**src/rtl/pulse_pkg.sv**
```systemverilog
package pulse_pkg;

  // control -> datapath strobes
  typedef struct packed {
    logic incAct;
    logic incHigh;
    logic clrExc;
    logic incLow;
    logic clrLow;
  } dpCtrl_t;

  // datapath -> control threshold flags
  typedef struct packed {
    logic actOk;
    logic highOk;
    logic gapOk;
  } dpStat_t;

  typedef enum logic [1:0] {
    ST_IDLE   = 2'd0,
    ST_ACTIVE = 2'd1,
    ST_REJECT = 2'd2
  } clsState_t;

endpackage

```
**src/rtl/pulse_sync.sv**
```systemverilog
module pulse_sync #(
  parameter int WIDTH  = 2,
  parameter int STAGES = 2
) (
  input  logic             clk,
  input  logic             rst_n,
  input  logic [WIDTH-1:0] asyncIn,
  output logic [WIDTH-1:0] syncOut
);

  for (genvar b = 0; b < WIDTH; b++) begin : g_bit
    logic [STAGES-1:0] chain;
    always_ff @(posedge clk or negedge rst_n) begin
      if (!rst_n) chain <= '0;
      else        chain <= {chain[STAGES-2:0], asyncIn[b]};
    end
    assign syncOut[b] = chain[STAGES-1];
  end

endmodule

```
**src/rtl/pulse_dp.sv**
```systemverilog
module pulse_dp
  import pulse_pkg::*;
#(
  parameter int MIN_ACTIVE = 2000,
  parameter int MIN_GAP    = 2000
) (
  input  logic    clk,
  input  logic    rst_n,
  input  dpCtrl_t ctrl,
  output dpStat_t stat
);

  localparam int ACT_W = $clog2(MIN_ACTIVE + 1);
  localparam int GAP_W = $clog2(MIN_GAP + 1);
  localparam logic [ACT_W-1:0] ACT_MAX = ACT_W'(MIN_ACTIVE);
  localparam logic [GAP_W-1:0] GAP_MAX = GAP_W'(MIN_GAP);

  logic [ACT_W-1:0] actCnt;
  logic [ACT_W-1:0] highCnt;
  logic [GAP_W-1:0] lowCnt;

  // active cycles of the current excursion, saturating
  always_ff @(posedge clk or negedge rst_n) begin
    if (!rst_n)                              actCnt <= '0;
    else if (ctrl.clrExc)                    actCnt <= '0;
    else if (ctrl.incAct && actCnt != ACT_MAX) actCnt <= actCnt + 1'b1;
  end

  // high-level cycles of the current excursion, saturating
  always_ff @(posedge clk or negedge rst_n) begin
    if (!rst_n)                                highCnt <= '0;
    else if (ctrl.clrExc)                      highCnt <= '0;
    else if (ctrl.incHigh && highCnt != ACT_MAX) highCnt <= highCnt + 1'b1;
  end

  // consecutive low cycles since the last excursion, saturating
  always_ff @(posedge clk or negedge rst_n) begin
    if (!rst_n)                              lowCnt <= '0;
    else if (ctrl.clrLow)                    lowCnt <= '0;
    else if (ctrl.incLow && lowCnt != GAP_MAX) lowCnt <= lowCnt + 1'b1;
  end

  assign stat.actOk  = (actCnt  >= ACT_MAX);
  assign stat.highOk = (highCnt >= ACT_MAX);
  assign stat.gapOk  = (lowCnt  >= GAP_MAX);


  gap_sat_chk: assert property (@(posedge clk) disable iff (!rst_n)
    lowCnt <= GAP_MAX);


  high_in_act_chk: assert property (@(posedge clk) disable iff (!rst_n)
    highCnt <= actCnt);

endmodule

```
**src/rtl/pulse_ctrl.sv**
```systemverilog
module pulse_ctrl
  import pulse_pkg::*;
(
  input  logic    clk,
  input  logic    rst_n,
  input  logic    sMid,
  input  logic    sHigh,
  input  dpStat_t stat,
  output dpCtrl_t ctrl,
  output logic    midEvt,
  output logic    highEvt
);

  clsState_t state, stateNxt;
  logic      active;
  logic      emitMid, emitHigh;

  assign active = sMid | sHigh;

  always_comb begin
    ctrl.incAct  = active;
    ctrl.incHigh = active & sHigh;
    ctrl.clrExc  = ~active;
    ctrl.incLow  = ~active;
    ctrl.clrLow  = active;
  end

  always_comb begin
    stateNxt = state;
    emitMid  = 1'b0;
    emitHigh = 1'b0;
    unique case (state)
      ST_IDLE: if (active) stateNxt = stat.gapOk ? ST_ACTIVE : ST_REJECT;
      ST_ACTIVE: if (!active) begin
        stateNxt = ST_IDLE;
        if (stat.actOk) begin
          emitHigh = stat.highOk;
          emitMid  = ~stat.highOk;
        end
      end
      ST_REJECT: if (!active) stateNxt = ST_IDLE;
      default: stateNxt = ST_IDLE;
    endcase
  end

  always_ff @(posedge clk or negedge rst_n) begin
    if (!rst_n) begin
      state   <= ST_IDLE;
      midEvt  <= 1'b0;
      highEvt <= 1'b0;
    end else begin
      state   <= stateNxt;
      midEvt  <= emitMid;
      highEvt <= emitHigh;
    end
  end


  evt_after_active_chk: assert property (@(posedge clk) disable iff (!rst_n)
    (midEvt || highEvt) |-> ($past(state) == ST_ACTIVE && state == ST_IDLE));


  high_needs_level_chk: assert property (@(posedge clk) disable iff (!rst_n)
    highEvt |-> $past(stat.highOk && stat.actOk));


  mid_not_high_chk: assert property (@(posedge clk) disable iff (!rst_n)
    midEvt |-> $past(!stat.highOk && stat.actOk));


  early_reject_chk: assert property (@(posedge clk) disable iff (!rst_n)
    (state == ST_IDLE && active && !stat.gapOk) |=> state == ST_REJECT);


  single_cycle_chk: assert property (@(posedge clk) disable iff (!rst_n)
    (midEvt || highEvt) |=> !(midEvt || highEvt));

endmodule

```
**src/rtl/pulse_classifier.sv**
```systemverilog
module pulse_classifier
  import pulse_pkg::*;
#(
  parameter int MIN_ACTIVE  = 2000,
  parameter int MIN_GAP     = 2000,
  parameter int SYNC_STAGES = 2
) (
  input  logic clk,
  input  logic rst_n,
  input  logic aboveMid,
  input  logic aboveHigh,
  output logic midEvt,
  output logic highEvt
);

  logic [1:0] syncBits;
  dpCtrl_t    ctrl;
  dpStat_t    stat;

  pulse_sync #(.WIDTH(2), .STAGES(SYNC_STAGES)) i_sync (
    .clk     (clk),
    .rst_n   (rst_n),
    .asyncIn ({aboveHigh, aboveMid}),
    .syncOut (syncBits)
  );

  pulse_dp #(.MIN_ACTIVE(MIN_ACTIVE), .MIN_GAP(MIN_GAP)) i_dp (
    .clk   (clk),
    .rst_n (rst_n),
    .ctrl  (ctrl),
    .stat  (stat)
  );

  pulse_ctrl i_ctrl (
    .clk     (clk),
    .rst_n   (rst_n),
    .sMid    (syncBits[0]),
    .sHigh   (syncBits[1]),
    .stat    (stat),
    .ctrl    (ctrl),
    .midEvt  (midEvt),
    .highEvt (highEvt)
  );

endmodule

```
**config.mk**
```make
export PLATFORM = sky130hd
export DESIGN_NAME = pulse_classifier
export DESIGN_NICKNAME = d
export VERILOG_FILES = /design/src/rtl/pulse_pkg.sv /design/src/rtl/pulse_sync.sv /design/src/rtl/pulse_dp.sv /design/src/rtl/pulse_ctrl.sv /design/src/rtl/pulse_classifier.sv
export SDC_FILE = /design/constraint.sdc
export NUM_CORES = 1
export LEC_CHECK = 0
export BUFFER_PORTS_ARGS = -buffer_cell sky130_fd_sc_hd__clkbuf_2
export CELL_PAD_IN_SITES_DETAIL_PLACEMENT = 1
export CELL_PAD_IN_SITES_GLOBAL_PLACEMENT = 2
export CORE_ASPECT_RATIO = 1.4
export CORE_MARGIN = 2
export CORE_UTILIZATION = 36
export DETAILED_ROUTE_END_ITERATION = 6
export PLACE_DENSITY_LB_ADDON = 0.1
export SLEW_MARGIN = 10
export SYNTH_ARGS = -nofsm -noshare
export SYNTH_HDL_FRONTEND = slang
export SYNTH_SLANG_ARGS = --single-unit
```
**constraint.sdc**
```tcl
create_clock -name clk -period 1.5 [get_ports clk]
set_clock_uncertainty 0.1 [all_clocks]
set_input_delay 0.075 -clock clk [delete_from_list [all_inputs] [get_ports clk]]
set_output_delay 0.075 -clock clk [all_outputs]
set_load 0.01 [all_outputs]
```
==> results of run 1 <==
[synth_stat cells, types with 4 or more instances]
library cell and instances:
mux2i_1 7, or3_1 7, dfrtp_1 41, or4_1 7
ha_1 8, o21ai_0 8, a21oi_1 14, nand4_1 7
o311ai_0 4, and4_1 5, o31ai_1 8, inv_1 15
nand3_1 15, buf_2 5, xor2_1 5, nor2_1 8
nand2_1 23
[worst max-delay path, stage by stage, from the launching register on]
cell     delay [ps]
dfrtp_1         380
ha_2            190
nand4_1         170
buf_6           190
or3_4           360
a21oi_2         140
[per-stage QoR]
step                      utilization  setup TNS, ps  worst slack, ps  hold WS [ps]
after floorplan                     -              0           0.5081        -320.6
after global placement         0.4318              0            2.265        -40.99
after detailed placement       0.4318         -441.1           -81.23        -27.45
after CTS                      0.4700         -248.7           -60.52         192.3
after global routing           0.5106          -1149           -160.6         218.3
final                          0.5106         -326.6           -99.59         182.5
[worst max path at each step]
stage                         start          endpoint  depth (start not counted)  slack [ps]
CTS                  i_dp.lowCnt[0]    i_dp.lowCnt[1]                          6         -60
detailed placement   i_dp.lowCnt[0]    i_dp.lowCnt[0]                          6         -80
finish              i_dp.highCnt[0]   i_dp.highCnt[6]                          5        -100
global placement     i_dp.lowCnt[0]    i_dp.lowCnt[1]                          6           2
floorplan           i_dp.highCnt[0]  i_dp.highCnt[10]                          4         0.5
global route        i_dp.highCnt[0]   i_dp.highCnt[6]                          5        -160
[kinds of logic after synthesis]
family	count (synthesis)	synth area share
AND/OR/NAND/NOR	89	0.2460
AO/OA/AOI/OAI	45	0.1351
flip-flops	41	0.4734
buffers and inverters	22	0.04156
multiplexers	8	0.03753
adder cells (fa/ha/maj)	8	0.04619
XOR/XNOR	5	0.02021
[per-layer routing]
layer | track usage | share of wire
met5 | 0 | 0
met4 | 0.06536 | 0.018
met2 | 0.3742 | 0.58
met1 | 0.1921 | 0.38
met3 | 0.03037 | 0.016
[flip-flops by register name, summed over array words and instances (netlist names)]
name	count
i_dp.actCnt	11
i_sync.g_bit.chain	4
i_ctrl.midEvt	1
i_dp.lowCnt	11
i_ctrl.highEvt	1
i_dp.highCnt	11
i_ctrl.state	2
[area by class of cell]
class / count / area share
sequential: 41 / 0.3485
inverter: 15 / 0.01894
timing repair buffer: 62 / 0.1654
multi-input combinational: 155 / 0.4087
clock buffer: 7 / 0.02904
tap: 70 / 0.02946
[what timing repair did]
action | CTS | global route
endpoints found under the hold margin | 18 | 0
pin swaps | 4 | 14
setup buffers | 7 | 13
hold buffers | 3 | 0
endpoints found under the setup margin | 15 | 24
gates resized for setup | 16 | 37
[power by group through the flow]
stage,Combinational (mW),Sequential [mW],Clock [mW]
4_1_cts,0.520,1.26,0.776
5_1_grt,0.648,1.30,0.808
3_3_place_gp,0.454,1.27,0
6_report,0.571,1.28,0.742
3_5_place_dp,0.490,1.28,0
2_1_floorplan,0.247,1.28,0
==> results.yml, run 1 <==
outcome:
  status: "finished, violations left"
  failed_checks: "negative setup slack"
cells_and_area:
  fill_cells: 647
  stdcell_count: 350
  nets: 292
  area_delta_synth_final_pct: 37.18
  final_common_cell: "buf_4"
  layout_common_cells: "buf_4 (48), dfrtp_1 (33), nand2_1 (21)"
  multiInputGateArea_sq_um: 1215
  drive_gt1_frac: 0.3857
  regArea_sq_um: 1036
  diodes: 0
  fin_area_sq_um: 2973
sta:
  setup_ws_ps: -99.59
  final_max_slew_viol_count: 0
  slew_headroom: 0.6609
  tightest_slew_ps: 508.6
  hold_viol_final: 0
  fmax_mhz: 625.2
  setup-violations-final: 8
  fin_crit_ps: 1600
  rsz0062_at_grt: "true"
  min_period_over_period: 1.066
setup_path:
  r2r_start: "i_dp.highCnt[0]"
  cp_max_fo: 4
  required_ps: 1620
  start_kind: "flop"
  rrSetupSlack_ps: -100
  crit_type: "reg -> reg"
  timing.rr.end: "i_dp.highCnt[6]"
  end_kind: "flop"
  cp_data_arrival_time_ps: 1720
  reg2reg_depth: 5
placement:
  dp_hpwl_um: 4175
  dpl_cell_area_sq_um: 2514
  placed_cells: 320
  place.gp.congestion: 0.7655
  io_buffers: 5
synth:
  yosys-top-cells-area: "dfrtp_1 (47%), ha_1 (4.6%), nand2_1 (4.0%)"
  synth_cells: 218
  synth_fp_nets: 230
  syn_avg_cell_area_sq_um: 9.941
  async_flop_share: 1.000
  synth.ff_latch_count: 41
  synthFlopType: "dfrtp_1"
  synth.distinct_cells: 40
  synth-edff-count: 0
  yosys_warnings: 0
  seq_area_frac_synth: 0.4734
  yosys.area.top_type: "dfrtp_1"
  synth.top_cell.area_share: 0.4734
  synthesis.area_sq_um: 2167
grt:
  antenna_found_initial: 0
  grt_overflow: 0
  grt.total_usage: 0.1856
  first_global_vias: 2164
  grt_max_degree: 19
  grt_pass1_wl_um: 9956
route:
  wl_um: 5941
  ant_nets: 0
  vias_per_cell: 5.509
  drt_pre_antenna_iters: 4
  dr.first_iter.drc_count: 31
  post-route-drc-count: 0
  drt-wirelength-per-cell_um: 16.97
  vias: 1928
floorplanning:
  rows: 33
  die_x_um: 69.57
  dieHeight_um: 95.80
  core_area_sq_um: 5822
  io_pins: 6
  die-area_sq_um: 6665
  initial_core_util: 0.3722
worst_hold_path:
  hold_path_class: "in -> async"
power_and_ir_drop:
  p_per_area_nw_per_um2: 872.8
  switching_share: 0.2931
  irDropWorstVdd_mv: 0.5093
  pwr-share-comb: 0.220
  power_switching_uw: 760.5
  leakagePower_nw: 1.263
  total_power_mw: 2.595
  clkPwrFrac: 0.286
  power_frac_seq: 0.494
  p_int_mw: 1.834
clock_tree:
  cts_root_buf: "clkbuf_8"
  cts_num_sinks: 41
  cts_buffer_depth: 2
  cts_tree: "built"
  cts_htree_levels: 2
  cts-buffers-inserted: 5
  clock_latency_ps: 290
  path_clk_slew_ps: 80
run:
  cap_violations: 0
(Power assumes the default switching activity.)
==> run 2, diff against run 1 <==
--- a/config.mk
+++ b/config.mk
@@ -5,13 +5,15 @@
 export SDC_FILE = /design/constraint.sdc
 export NUM_CORES = 1
 export LEC_CHECK = 0
+export ABC_CLOCK_PERIOD_IN_PS = 1500
 export BUFFER_PORTS_ARGS = -buffer_cell sky130_fd_sc_hd__clkbuf_2
 export CELL_PAD_IN_SITES_DETAIL_PLACEMENT = 1
 export CELL_PAD_IN_SITES_GLOBAL_PLACEMENT = 2
-export CORE_ASPECT_RATIO = 1.4
+export CORE_ASPECT_RATIO = 0.6
 export CORE_MARGIN = 2
 export CORE_UTILIZATION = 36
 export DETAILED_ROUTE_END_ITERATION = 6
+export MAX_ROUTING_LAYER = met4
 export PLACE_DENSITY_LB_ADDON = 0.1
 export SLEW_MARGIN = 10
 export SYNTH_ARGS = -nofsm -noshare
==> results.yml, run 2 (synthesized netlist as in run 1, its figures left out) <==
outcome:
  status: "finished, violations left"
  failed_checks: "negative setup slack"
grt:
  grt.total_usage: 0.1918
  first_global_vias: 2032
  grt_pass1_wl_um: 9763
  grt_max_degree: 42
  antenna_found_initial: 0
  grt_overflow: 0
sta:
  slew_headroom: 0.6521
  fin_crit_ps: 1553
  min_period_over_period: 1.035
  rsz0062_at_grt: "true"
  hold-worst-slack_ps: 259.7
  final_max_slew_viol_count: 0
  tightest_slew_ps: 521.9
  setup_ws_ps: -53.13
  setup-violations-final: 8
  hold_viol_final: 0
  fmax_mhz: 643.9
  tns_ps: -255.6
route:
  vias: 1855
  drt_pre_antenna_iters: 4
  drt-wirelength-per-cell_um: 16.86
  dr.first_iter.drc_count: 53
  post-route-drc-count: 0
  ant_nets: 0
  wl_um: 5967
  vias_per_cell: 5.240
cells_and_area:
  stdcell_count: 354
  final_core_util: 0.5063
  final_common_cell: "buf_4"
  diodes: 0
  fin_area_sq_um: 2887
  drive_gt1_frac: 0.3577
  area_delta_synth_final_pct: 33.20
  fill_cells: 655
  reg.largest.list: "i_dp.actCnt x11, i_dp.highCnt x11, i_dp.lowCnt x11"
  layout_common_cells: "buf_4 (46), dfrtp_1 (33), nand2_1 (22)"
  nets: 285
floorplanning:
  die_x_um: 104.2
  rows: 21
  core_area_sq_um: 5702
  dieHeight_um: 64.10
  initial_core_util: 0.3801
  io_pins: 6
  die-area_sq_um: 6677
placement:
  dp_slack_ps: -79.62
  io_buffers: 5
  place.gp.congestion: 0.8363
  placed_cells: 328
  dp_hpwl_um: 4151
  dpl_cell_area_sq_um: 2499
worst_hold_path:
  hold_path_class: "reg -> reg"
clock_tree:
  cts_tree: "built"
  cts_num_sinks: 41
  cts_htree_levels: 2
  path_clk_slew_ps: 80
  cts_buffer_depth: 2
  cts_root_buf: "clkbuf_8"
  clock_latency_ps: 290
  cts-buffers-inserted: 5
setup_path:
  rrSetupSlack_ps: -50
  required_ps: 1610
  worstPathCellList: "inv_2, ha_4, nand4bb_1, nor4b_2, buf_4, mux2i_1"
  cp_data_arrival_time_ps: 1660
  crit_type: "reg -> reg"
  timing.rr.end: "i_dp.lowCnt[1]"
  critical_path.startpoint: "i_dp.lowCnt[0]"
  r2r_start: "i_dp.lowCnt[0]"
  critPathMaxStageDelay_ps: 430
  endpoint: "i_dp.lowCnt[1]"
  start_kind: "flop"
  cp_max_fo: 4
  end_kind: "flop"
  reg2reg_depth: 6
  cp_slowest_cell: "dfrtp_1"
power_and_ir_drop:
  irDropWorstVdd_mv: 0.3817
  leakagePower_nw: 1.212
  total_power_mw: 2.774
  p_per_area_nw_per_um2: 961.0
run:
  cap_violations: 0
==> run 2: final cells by class <==
| cell class | instances | area (sq um) | share of cell area |
|---|---|---|---|
| clock inverter | 2 | 37.54 | 0.01300 |
| tap | 80 | 100.1 | 0.03468 |
| multi-input combinational | 155 | 1160 | 0.4018 |
| timing repair buffer | 55 | 411.6 | 0.1426 |
| sequential | 41 | 1036 | 0.3589 |
| clock buffer | 6 | 82.58 | 0.02861 |
| inverter | 15 | 58.81 | 0.02037 |
==> run 2: how the worst min path moves through the flow <==
stage	from	cells after the start	end	slack, ps
2_1_floorplan	rst_n	0	i_ctrl.highEvt	-320
3_3_place_gp	rst_n	2	i_dp.lowCnt[6]	70
3_5_place_dp	rst_n	2	i_dp.lowCnt[9]	80
4_1_cts	i_sync.g_bit[1].chain[0]	0	i_sync.g_bit[1].chain[1]	260
5_1_grt	i_sync.g_bit[0].chain[0]	0	i_sync.g_bit[0].chain[1]	280
6_report	i_sync.g_bit[0].chain[0]	0	i_sync.g_bit[0].chain[1]	260
==> run 2: timing repair <==
item	in CTS	in global routing
gates resized for setup	16	27
setup endpoints to repair	13	22
pin swaps	4	9
hold buffers	3	0
cloned	0	0
setup buffers	4	11
endpoints found under the hold margin	43	0
==> run 2: power by group <==
group / leakage, nW / internal (mW) / switching (mW)
logic: 0.614 / 0.274 / 0.281
registers: 0.540 / 1.19 / 0.0957
clock network: 0.0574 / 0.541 / 0.395
==> run 2: critical path: cells and delay by family (launching register included) <==
kind	cells	cell delay, ps
flip-flops	1	430
adder cells (fa/ha/maj)	1	130
multiplexers	1	190
buffers and inverters	2	270
AND/OR/NAND/NOR	2	350
==> run 2: metal layers <==
layer  up-vias  track usage  wire [um]
li1        913            -          -
met3         6      0.03980        103
met4         0      0.04223         55
met1       924       0.2458       2885
met5         -            -          0
met2        12       0.3183       2922
==> run 3, diff against run 2 <==
--- a/config.mk
+++ b/config.mk
@@ -11,10 +11,12 @@
 export CELL_PAD_IN_SITES_GLOBAL_PLACEMENT = 2
 export CORE_ASPECT_RATIO = 0.6
 export CORE_MARGIN = 2
-export CORE_UTILIZATION = 36
+export CORE_UTILIZATION = 38
+export CTS_BUF_LIST = sky130_fd_sc_hd__clkbuf_8
 export DETAILED_ROUTE_END_ITERATION = 6
 export MAX_ROUTING_LAYER = met4
 export PLACE_DENSITY_LB_ADDON = 0.1
+export SETUP_SLACK_MARGIN = 0.5
 export SLEW_MARGIN = 10
 export SYNTH_ARGS = -nofsm -noshare
 export SYNTH_HDL_FRONTEND = slang
==> results.yml, run 3 (synthesized netlist as in run 1, its figures left out) <==
setup_path:
  crit_buf_inv: 1
  end_kind: "flop"
  start_kind: "flop"
  critPathTopFamily: "simple AND/OR/NAND/NOR gates"
  cp_data_arrival_time_ps: 1760
  critPathMaxStageDelay_ps: 440
  cp_max_fo: 3
  required_ps: 1620
  cp_slowest_cell: "dfrtp_1"
  worstPathCellList: "nand4_1, buf_4, nor4b_4, mux2i_1"
  crit_type: "reg -> reg"
placement:
  io_buffers: 5
  dp_slack_ps: -133.6
  placed_cells: 320
  place.gp.congestion: 0.8218
  dp_hpwl_um: 4017
cells_and_area:
  stdcell_count: 386
  nets: 317
  diodes: 0
  reg.largest.list: "i_dp.actCnt x11, i_dp.highCnt x11, i_dp.lowCnt x11"
  fill_cells: 554
  area_delta_synth_final_pct: 70.96
  drive_gt1_frac: 0.6601
  layout_common_cells: "buf_6 (39), buf_4 (39), dfrtp_2 (22)"
route:
  drt-wirelength-per-cell_um: 21.51
  vias: 2165
  post-route-drc-count: 0
  ant_nets: 0
  vias_per_cell: 5.609
  wl_um: 8302
  dr.first_iter.drc_count: 57
  drt_pre_antenna_iters: 4
sta:
  tns_ps: -662.3
  hold_viol_final: 0
  fin_crit_ps: 1647
  final_max_slew_viol_count: 0
  fmax_mhz: 607.1
  slew_headroom: 0.7361
  rsz0062_at_grt: "true"
  hold-worst-slack_ps: 270.4
  setup-violations-final: 10
  setup_ws_ps: -147.1
  min_period_over_period: 1.098
  tightest_slew_ps: 395.9
grt:
  antenna_found_initial: 0
  grt_pass1_wl_um: 11410
  grt.total_usage: 0.2400
  grt_overflow: 0
  first_global_vias: 2237
  grt_max_degree: 42
clock_tree:
  path_clk_slew_ps: 90
  cts_htree_levels: 2
  cts_buffer_depth: 2
  cts-buffers-inserted: 5
  cts_tree: "built"
  clock_latency_ps: 300
  cts_num_sinks: 41
  cts_root_buf: "clkbuf_8"
floorplanning:
  die-area_sq_um: 6343
  die_x_um: 101.5
  rows: 21
  initial_core_util: 0.3909
  core_area_sq_um: 5544
  dieHeight_um: 62.50
  io_pins: 6
power_and_ir_drop:
  p_per_area_nw_per_um2: 872.6
  power_frac_seq: 0.409
  pwr-share-comb: 0.338
  switching_share: 0.3373
  leakagePower_nw: 1.469
  clkPwrFrac: 0.253
  irDropWorstVdd_mv: 0.4025
  power_switching_mw: 1.090
  p_int_mw: 2.142
outcome:
  failed_checks: "negative setup slack"
  status: "finished, violations left"
run:
  cap_violations: 0
worst_hold_path:
  hold_path_class: "reg -> reg"
-- run 3: cell count changes in the layout (fill, tap and decap cells not counted), moves of 7 or more --
cell     delta
a21oi_1     -7
nand3_2     +9
buf_6      +38
dfrtp_1    -14
buf_4       -7
a21oi_2     +7
nand3_1    -13
dfrtp_2    +14
-- run 3: path summary, 6_finish.rpt --
check / cells after the start / from / to / slack (ps)
min reg2reg: 0 / i_sync.g_bit[0].chain[0] / i_sync.g_bit[0].chain[1] / 270
max in group asynchronous: 3 / rst_n / i_dp.actCnt[0] / 710
min: 0 / i_sync.g_bit[0].chain[0] / i_sync.g_bit[0].chain[1] / 270
min in group asynchronous: 3 / rst_n / i_dp.lowCnt[9] / 280
max: 4 / i_dp.lowCnt[8] / i_dp.lowCnt[1] / -150
max reg2reg: 4 / i_dp.lowCnt[8] / i_dp.lowCnt[1] / -150
-- run 3: metal layers --
| layer | part of all wire | global-route usage | routed length [um] |
|---|---|---|---|
| met2 | 0.49 | 0.4023 | 4077 |
| met4 | 0.023 | 0.04223 | 193 |
| met3 | 0.033 | 0.04251 | 271 |
| met1 | 0.45 | 0.3091 | 3760 |
| met5 | 0 | - | 0 |
-- run 3: worst reg2reg max path: cells and delay by family (launching register included) --
kind	cells	cell delay, ps
simple gates	2	570
buf+inv	1	220
mux	1	240
flops	1	440
-- run 3: final cells by class --
class | instances | area [sq um] | share of cell area
clock inverter | 2 | 13.76 | 0.003715
tap | 80 | 100.1 | 0.02702
inverter | 15 | 63.81 | 0.01722
multi-input combinational | 155 | 1584 | 0.4276
timing repair buffer | 87 | 807.0 | 0.2178
sequential | 41 | 1054 | 0.2844
clock buffer | 6 | 82.58 | 0.02229
-- run 3: timing repair --
action / CTS / global route
setup endpoints to repair: 37 / 51
hold endpoints to repair: 43 / 0
hold buffers: 3 / 0
gates cloned: 0 / 0
pin swaps: 35 / 34
gates resized for setup: 87 / 82
buffers inserted: 30 / 25
-- run 3: metrics by stage --
| step | area, sq um | power, mW | utilization |
|---|---|---|---|
| final | 3705 | 3.233 | 0.6682 |
| after floorplan | 2246 | 1.551 | - |
| after global placement | 2484 | 1.694 | 0.4480 |
| after detailed placement | 2484 | 1.740 | 0.4480 |
| after CTS | 3182 | 2.880 | 0.5739 |
| after global routing | 3705 | 3.368 | 0.6682 |
-- run 3: power groups by stage --
stage | registers [mW] | clock network [mW] | logic, mW
floorplan | 1.28 | 0 | 0.269
global placement | 1.30 | 0 | 0.398
detailed placement | 1.31 | 0 | 0.433
CTS | 1.30 | 0.815 | 0.768
global route | 1.33 | 0.874 | 1.16
finish | 1.32 | 0.818 | 1.09
